[src/rtl/mc8_pkg.sv]
package mc8_pkg;

    localparam int INSTR_W = 25;
    localparam int REG_IDX_W = 3;
    localparam int NUM_REGS = 1 << REG_IDX_W;
    localparam int OFF_W = 16;

    typedef enum logic [2:0] {
        OP_ADD   = 3'd0,
        OP_NAND  = 3'd1,
        OP_LOAD  = 3'd2,
        OP_STORE = 3'd3,
        OP_BEQ   = 3'd4,
        OP_SPARE = 3'd5,
        OP_HALT  = 3'd6,
        OP_NOOP  = 3'd7
    } opcode_e;

    typedef enum logic [2:0] {
        ST_FETCH  = 3'd0,
        ST_DECODE = 3'd1,
        ST_EXEC   = 3'd2,
        ST_LOAD   = 3'd3,
        ST_HALT   = 3'd4
    } cpu_state_e;

    typedef struct packed {
        opcode_e                op;
        logic [REG_IDX_W-1:0]   src_a;
        logic [REG_IDX_W-1:0]   src_b;
        logic [OFF_W-1:0]       imm;
    } instr_t;

endpackage

[src/rtl/mc8_regfile.sv]
module mc8_regfile
    import mc8_pkg::*;
#(
    parameter int XLEN = 32
) (
    input  logic                 clk,
    input  logic                 rst_n,
    input  logic                 wr_en,
    input  logic [REG_IDX_W-1:0] wr_idx,
    input  logic [XLEN-1:0]      wr_val,
    input  logic [REG_IDX_W-1:0] rd_a_idx,
    input  logic [REG_IDX_W-1:0] rd_b_idx,
    output logic [XLEN-1:0]      rd_a_val,
    output logic [XLEN-1:0]      rd_b_val
);

    logic [XLEN-1:0] regs [NUM_REGS];

    for (genvar g = 0; g < NUM_REGS; g++) begin : g_reg
        always_ff @(posedge clk) begin
            if (!rst_n) begin
                regs[g] <= '0;
            end else if (wr_en && (wr_idx == REG_IDX_W'(g))) begin
                regs[g] <= wr_val;
            end
        end
    end

    assign rd_a_val = regs[rd_a_idx];
    assign rd_b_val = regs[rd_b_idx];

endmodule

[src/rtl/mc8_alu.sv]
module mc8_alu
    import mc8_pkg::*;
#(
    parameter int XLEN = 32
) (
    input  logic [XLEN-1:0]  opnd_a,
    input  logic [XLEN-1:0]  opnd_b,
    input  logic [OFF_W-1:0] imm,
    output logic [XLEN-1:0]  sum,
    output logic [XLEN-1:0]  nand_val,
    output logic [XLEN-1:0]  eff_addr,
    output logic             equal
);

    logic [XLEN-1:0] imm_sext;

    always_comb begin
        imm_sext = {{(XLEN-OFF_W){imm[OFF_W-1]}}, imm};
        sum      = opnd_a + opnd_b;
        nand_val = ~(opnd_a & opnd_b);
        eff_addr = opnd_a + imm_sext;
        equal    = (opnd_a == opnd_b);
    end

endmodule

[src/rtl/mc8_ctrl.sv]
module mc8_ctrl
    import mc8_pkg::*;
#(
    parameter int ADDR_W = 8,
    parameter int XLEN   = 32
) (
    input  logic                 clk,
    input  logic                 rst_n,
    input  logic [XLEN-1:0]      mem_rdata,
    input  logic [XLEN-1:0]      reg_b_val,
    input  logic [XLEN-1:0]      alu_sum,
    input  logic [XLEN-1:0]      alu_nand,
    input  logic [XLEN-1:0]      alu_ea,
    input  logic                 alu_eq,
    output instr_t               ir,
    output logic [ADDR_W-1:0]    mem_addr,
    output logic                 mem_we,
    output logic [XLEN-1:0]      mem_wdata,
    output logic                 rf_we,
    output logic [REG_IDX_W-1:0] rf_widx,
    output logic [XLEN-1:0]      rf_wval,
    output logic                 halted
);

    cpu_state_e        state_q, state_d;
    logic [ADDR_W-1:0] pc_q, pc_d;
    instr_t            ir_q;
    logic [ADDR_W-1:0] pc_inc;
    logic [XLEN-1:0]   imm_sext;
    logic [XLEN-1:0]   br_full;
    logic              unused_hi_bits;

    assign ir = ir_q;

    always_comb begin
        pc_inc   = pc_q + ADDR_W'(1);
        imm_sext = {{(XLEN-OFF_W){ir_q.imm[OFF_W-1]}}, ir_q.imm};
        br_full  = {{(XLEN-ADDR_W){1'b0}}, pc_inc} + imm_sext;
    end

    assign unused_hi_bits = ^{mem_rdata[XLEN-1:INSTR_W],
                              alu_ea[XLEN-1:ADDR_W],
                              br_full[XLEN-1:ADDR_W]};

    // State register, program counter and instruction register
    always_ff @(posedge clk) begin
        if (!rst_n) begin
            state_q <= ST_FETCH;
            pc_q    <= '0;
            ir_q    <= '0;
        end else begin
            state_q <= state_d;
            pc_q    <= pc_d;
            if (state_q == ST_DECODE) begin
                ir_q <= instr_t'(mem_rdata[INSTR_W-1:0]);
            end
        end
    end

    // Next state and next program counter
    always_comb begin
        state_d = state_q;
        pc_d    = pc_q;
        unique case (state_q)
            ST_FETCH:  state_d = ST_DECODE;
            ST_DECODE: state_d = ST_EXEC;
            ST_EXEC: begin
                unique case (ir_q.op)
                    OP_LOAD: state_d = ST_LOAD;
                    OP_HALT: state_d = ST_HALT;
                    OP_BEQ: begin
                        state_d = ST_FETCH;
                        pc_d    = alu_eq ? br_full[ADDR_W-1:0] : pc_inc;
                    end
                    default: begin
                        state_d = ST_FETCH;
                        pc_d    = pc_inc;
                    end
                endcase
            end
            ST_LOAD: begin
                state_d = ST_FETCH;
                pc_d    = pc_inc;
            end
            ST_HALT: state_d = ST_HALT;
            default: state_d = ST_FETCH;
        endcase
    end

    // Outputs to memory and register file
    always_comb begin
        mem_addr  = pc_q;
        mem_we    = 1'b0;
        mem_wdata = reg_b_val;
        rf_we     = 1'b0;
        rf_widx   = ir_q.imm[REG_IDX_W-1:0];
        rf_wval   = alu_sum;
        halted    = 1'b0;
        unique case (state_q)
            ST_FETCH, ST_DECODE: ;
            ST_EXEC: begin
                unique case (ir_q.op)
                    OP_ADD: rf_we = 1'b1;
                    OP_NAND: begin
                        rf_we   = 1'b1;
                        rf_wval = alu_nand;
                    end
                    OP_LOAD: mem_addr = alu_ea[ADDR_W-1:0];
                    OP_STORE: begin
                        mem_addr = alu_ea[ADDR_W-1:0];
                        mem_we   = 1'b1;
                    end
                    default: ;
                endcase
            end
            ST_LOAD: begin
                rf_we   = 1'b1;
                rf_widx = ir_q.src_b;
                rf_wval = mem_rdata;
            end
            ST_HALT: halted = 1'b1;
            default: ;
        endcase
    end

endmodule

[src/rtl/mc8_core.sv]
module mc8_core
    import mc8_pkg::*;
#(
    parameter int ADDR_W = 8,
    parameter int XLEN   = 32
) (
    input  logic              clk,
    input  logic              rst_n,
    output logic [ADDR_W-1:0] mem_addr,
    output logic [XLEN-1:0]   mem_wdata,
    output logic              mem_we,
    input  logic [XLEN-1:0]   mem_rdata,
    output logic              halted
);

    instr_t               ir;
    logic [XLEN-1:0]      ra_val, rb_val;
    logic [XLEN-1:0]      alu_sum, alu_nand, alu_ea;
    logic                 alu_eq;
    logic                 rf_we;
    logic [REG_IDX_W-1:0] rf_widx;
    logic [XLEN-1:0]      rf_wval;

    mc8_regfile #(.XLEN(XLEN)) u_rf (
        .clk      (clk),
        .rst_n    (rst_n),
        .wr_en    (rf_we),
        .wr_idx   (rf_widx),
        .wr_val   (rf_wval),
        .rd_a_idx (ir.src_a),
        .rd_b_idx (ir.src_b),
        .rd_a_val (ra_val),
        .rd_b_val (rb_val)
    );

    mc8_alu #(.XLEN(XLEN)) u_alu (
        .opnd_a   (ra_val),
        .opnd_b   (rb_val),
        .imm      (ir.imm),
        .sum      (alu_sum),
        .nand_val (alu_nand),
        .eff_addr (alu_ea),
        .equal    (alu_eq)
    );

    mc8_ctrl #(.ADDR_W(ADDR_W), .XLEN(XLEN)) u_ctrl (
        .clk       (clk),
        .rst_n     (rst_n),
        .mem_rdata (mem_rdata),
        .reg_b_val (rb_val),
        .alu_sum   (alu_sum),
        .alu_nand  (alu_nand),
        .alu_ea    (alu_ea),
        .alu_eq    (alu_eq),
        .ir        (ir),
        .mem_addr  (mem_addr),
        .mem_we    (mem_we),
        .mem_wdata (mem_wdata),
        .rf_we     (rf_we),
        .rf_widx   (rf_widx),
        .rf_wval   (rf_wval),
        .halted    (halted)
    );

endmodule

[config.mk]
export PLATFORM = sky130hd
export DESIGN_NAME = mc8_core
export DESIGN_NICKNAME = d
export VERILOG_FILES = /design/src/rtl/mc8_pkg.sv /design/src/rtl/mc8_regfile.sv /design/src/rtl/mc8_alu.sv /design/src/rtl/mc8_ctrl.sv /design/src/rtl/mc8_core.sv
export SDC_FILE = /design/constraint.sdc
export NUM_CORES = 1
export LEC_CHECK = 0
export BUFFER_PORTS_ARGS = -buffer_cell sky130_fd_sc_hd__buf_4
export CORE_ASPECT_RATIO = 1.75
export CORE_MARGIN = 2
export CORE_UTILIZATION = 40
export DETAILED_ROUTE_END_ITERATION = 7
export GPL_TIMING_DRIVEN = 1
export PLACE_DENSITY = 0.64
export SLEW_MARGIN = 5
export SYNTH_ARGS = -nofsm -noshare
export SYNTH_HDL_FRONTEND = slang
export SYNTH_SLANG_ARGS = --single-unit
[constraint.sdc]
create_clock -name clk -period 6.6 [get_ports clk]
set_input_delay 0.66 -clock clk [delete_from_list [all_inputs] [get_ports clk]]
set_output_delay 0.66 -clock clk [all_outputs]
set_load 0.02 [all_outputs]
## Word level (Yosys, flattened, before mapping)

Memories as Yosys holds them, arrays and structs flattened. A register that Yosys moved wholly into a read port is not among the register bits.
Cells that the tools add are included.

| storage, ports and cells | value |
|---|---|
| register bits | 28 |
| bits in writable memories | 256 |
| input bits | 34 |
| output and inout bits | 42 |
| logic and storage cells | 107 |
| memories kept | 1 |

| operators by class | value |
|---|---|
| add/subtract/negate cells | 4 |
| equality and inequality tests | 18 |
| mux-type cells | 52 |
| bitwise operators | 10 |
| reduce and logical (&&, ||, !) cells | 16 |

Memory list:

| name | depth | width | read ports | clocked after Yosys merged registers in | wr ports | RTL line | RTL |
|---|---|---|---|---|---|---|---|
| u_rf.regs | 8 | 32 | 2 | 2 | 8 | mc8_regfile.sv:17 | `logic [XLEN-1:0] regs [NUM_REGS];` |

Operator list:

| operator | number |
|---|---|
| $mux W32 | 9 |
| $pmux W32 S2 | 1 |
| $add A32 B32 Y32 | 1 |
| $and A32 B32 Y32 | 1 |
| $eq A32 B32 Y1 | 1 |
| $not A32 Y32 | 1 |
| $pmux W8 S2 | 2 |
| $mux W1 | 29 |
| $mux W8 | 3 |
| $eq A3 B3 Y1 const B | 7 |
| $eq A3 B2 Y1 const B | 6 |
| $add A8 B8 Y8 | 2 |
| $mux W3 | 5 |
| $pmux W3 S4 | 1 |
| $eq A3 B1 Y1 const B | 3 |
| $logic_not A3 Y1 | 3 |
| $add A8 B1 Y8 const B | 1 |
| $logic_and A1 B1 Y1 | 8 |
| $or A1 B1 Y1 | 8 |
| $pmux W3 S2 | 1 |
| $reduce_or A2 Y1 | 3 |
| $ne A2 B2 Y1 const B | 1 |
| $pmux W1 S2 | 1 |
| $reduce_and A2 Y1 | 1 |
| $reduce_bool A2 Y1 | 1 |

## Logic depth before layout (Yosys ltp)

| depth | value |
|---|---|
| depth in word-level cells | 9 |
| mapped depth | 15 |
| depth with buffers taken out | 13 |

## Hierarchy

From an unflattened synthesis, not the netlist that was laid out.

| unflattened totals | value |
|---|---|
| cells, all modules | 1775 |
| area total of the unflattened synthesis | 20096.8 um^2 |

Modules (own cells, without submodules):

| module | instances | cells an instance | area each (um^2) | sequential area each (um^2) |
|---|---|---|---|---|
| mc8_regfile | 1 | 845 | 13554.2 | 7687.4 |
| mc8_alu | 1 | 531 | 3607.2 | 0.0 |
| mc8_ctrl | 1 | 399 | 2935.3 | 720.7 |

## Worst setup path after synthesis

No wires, ideal clock.

| timing | value |
|---|---|
| path type | register to register |
| start | register with a tool-made name |
| end | memory u_rf.regs[0][28], data pin |
| setup time | 266 ps |
| arrival time | 4399 ps |
| required time | 6334 ps |
| setup slack | 1935 ps |
| cell stages (with the launch flop) | 16 |
| path buffers | 2 |
| period minus slack after synthesis | 4665 ps |
| cells stage by stage | dfxtp_1 > clkbuf_1 > clkbuf_1 > mux4_2 > mux2_2 > ha_1 > fa_1 > a211oi_2 > o21ai_1 > a21oi_2 > o21ai_2 > a21oi_1 > nor3_1 > mux2_4 > a211oi_4 > nor2_1 |

RTL lines:

| item | RTL line |
|---|---|
| end, declared | mc8_regfile.sv:17 |

==> qor.yml <==
status: "finished, final reports clean"
cts_setup_buffers: 0
slowest_stage: "a2111oi_2"
insertion_delay_ps: 560
critical_path.cell_chain: "buf_12, mux4_2, mux2_2, ha_1, a2111oi_2, nand2_1, o21ai_0, a211oi_1, a21oi_1, o21bai_1, xnor2_1, nor2_2, nor3_1"
worstPathArrival_ps: 5640
antenna_found_initial: 0
wirelength_um: 55300
layoutNonFillerInstCount: 2056
total_power_mw: 5.44
synth_nets: 1520
drt-initial-drc-count: 1151
holdWs_ps: 381
initial_utilization_pct: 40.6
wl_per_cell_um: 26.9
fmax_mhz: 187
rsz0062_at_grt: "false"
die-area_um2: 45100
cts_buffers: 27
cts_tree: "built"
grt.total_usage_pct: 24.3
clock_path_buffers: 3
num_vias: 12800
avgSynthCellArea_um2: 12.1
antennaDiodeCount: 0
fillers: 3848
grt_pass1_wl_um: 81200
synth-warning-count: 0
cts_max_level: 1
setup.worst_path.end_class: "flop"
tightest_slew_ps: 1280
clkSinkCount: 290
place_area_um2: 18600
power_density_nw_per_um2: 278
syn_area_um2: 17300
synth_seq_area_share_pct: 48.3
place_congestion: 0.986
finalSetupViolations: 0
fin_crit_ps: 5360
cp_max_fo: 28
portBuffers: 75
synth_flop_cell: "edfxtp_1"
cts_resized: 0
relSlewSlack_pct: 14.3
die_h_um: 279
setup_tns_ps: 0
critPathRequiredTime_ps: 6880
fin_crit_sh_pct: 81.1
fin_area_um2: 19600
critPathKind: "reg -> reg"
area.growth.synth_to_final_pct: 12.9
hpwl_um: 36400
ys_ff_latch: 290
final_layout_size_suffix_gt1_share_pct: 25.8
num_rows: 100
grt_pass1_vias: 13100
postSynth.asyncResetShare_pct: 0
placed_cells: 2007
clk_pin_slew_worst_paths_ps: 70
cap_violations: 0
leakagePower_nw: 7.14
io_pins: 76
hold_class: "in -> reg"
synth-edff-count: 256
cp-start-kind: "flop"
die_x_um: 161
skew_ps: 14.3
max-vdd-ir-drop_mv: 0.142
ant_nets: 0
nets: 1559
syn_inst: 1436
slew_viol_final: 0
cts_root_buf: "clkbuf_16"
drc: 0
slowest_delay_ps: 860
yosysUniqueCellTypes: 68
firstDrtPassIters: 5
via_per_inst: 6.22
cts_hold_buf: 0
grt-ovfl-total: 0
coreArea_um2: 42700
grt_max_degree: 43
hold_violations: 0
-- cells in the mapped netlist (6+ instances only) --
cell type | instances | area, µm²
nand4_1 | 8 | 50.1
nand3_1 | 16 | 80.1
o21ai_0 | 44 | 220
a211oi_1 | 6 | 45.0
mux4_2 | 128 | 2880
nor2_1 | 286 | 1070
clkbuf_1 | 69 | 259
edfxtp_1 | 256 | 7690
mux2_2 | 64 | 721
a21oi_1 | 52 | 260
buf_1 | 11 | 41.3
nand2_1 | 110 | 413
a21boi_0 | 17 | 128
and3_1 | 8 | 50.1
a221oi_1 | 6 | 52.6
inv_1 | 17 | 63.8
nor3_1 | 38 | 190
xor2_1 | 15 | 131
xnor2_1 | 24 | 210
ha_1 | 47 | 588
nor4_1 | 11 | 68.8
mux2i_1 | 6 | 60.1
o21bai_1 | 12 | 90.1
o221ai_1 | 9 | 78.8
dfxtp_1 | 34 | 681
o21ai_1 | 8 | 40.0
buf_2 | 14 | 70.1
nand2b_1 | 7 | 43.8
a21o_1 | 19 | 143
-- metrics by stage --
| step | utilization (%) | setup WS (ps) |
|---|---|---|
| 2_1_floorplan | - | 1940 |
| 3_3_place_gp | 43.6 | 1420 |
| 3_5_place_dp | 43.6 | 1390 |
| 4_1_cts | 45.8 | 1370 |
| 5_1_grt | 45.8 | 1140 |
| 6_report | 45.8 | 1240 |
-- sequential cells by signal, indices dropped and copies added, names as in the netlist, named ones only --
| register | cells |
|---|---|
| u_ctrl.ir | 17 |
| u_ctrl.pc_q | 8 |
| u_rf.regs | 256 |
| u_ctrl.state_q | 3 |
-- cell type report --
cell class	count	area, µm²	share of cell area, %
multi-input cells	1032	8600	44.0
flip-flops and latches	290	8380	42.8
clock buffers	38	795	4.06
well taps	561	702	3.59
repair buffers	106	846	4.32
inverters	18	67.6	0.345
clock inverters	11	169	0.864
-- per-layer routing --
layer	global-route usage [%]	part of all wire (%)
met5	0	0
met4	11.7	5.1
met3	2.68	7.0
met2	44.6	53
met1	28.0	35
-- cells in the final DEF, fill, tap and decap left out, types with 11 or more instances in the layout --
cell type and count:
mux4_2 128, nand2_1 110, xnor2_1 24, mux2_2 64
a21boi_0 17, o21bai_1 12, inv_1 17, nor2_1 285
clkbuf_16 30, a21o_1 19, nand3_1 16, nor4_1 11
ha_1 47, nor3_1 37, xor2_1 15, buf_4 102
a21oi_1 51, dfxtp_1 28, edfxtp_1 256, o21ai_0 36
-- final timing paths --
path | start | end | slack [ps] | cells after the start
setup / recovery | flop | u_rf.regs[0][26] | 1240 | 13
hold / removal | mem_rdata[2] | u_ctrl.ir[2] | 380 | 3
hold reg to reg | u_ctrl.ir[21] | flop | 470 | 2
setup reg to reg | flop | u_rf.regs[0][26] | 1240 | 13
-- where the power goes --
group	internal (mW)	switching (mW)
sequential	2.08	0.0809
combinational	0.575	0.982
clock	1.00	0.721
-- critical path: cells and delay by family (launching register included) --
| family | cells | cell delay (ps) |
|---|---|---|
| flip-flops | 1 | 760 |
| AND/OR/NAND/NOR | 3 | 470 |
| buffers and inverters | 1 | 340 |
| adder cells (fa/ha/maj) | 1 | 400 |
| AO/OA/AOI/OAI | 5 | 2040 |
| XOR/XNOR | 1 | 160 |
| multiplexers | 2 | 870 |
-- kinds of logic after synthesis --
logic type | synth area share, %
buf+inv | 2.66
xor+xnor | 2.10
fa+ha+maj | 3.74
mux | 21.2
compound gates | 9.50
simple gates | 12.5
flops | 48.3
(Power assumes the default switching activity.)
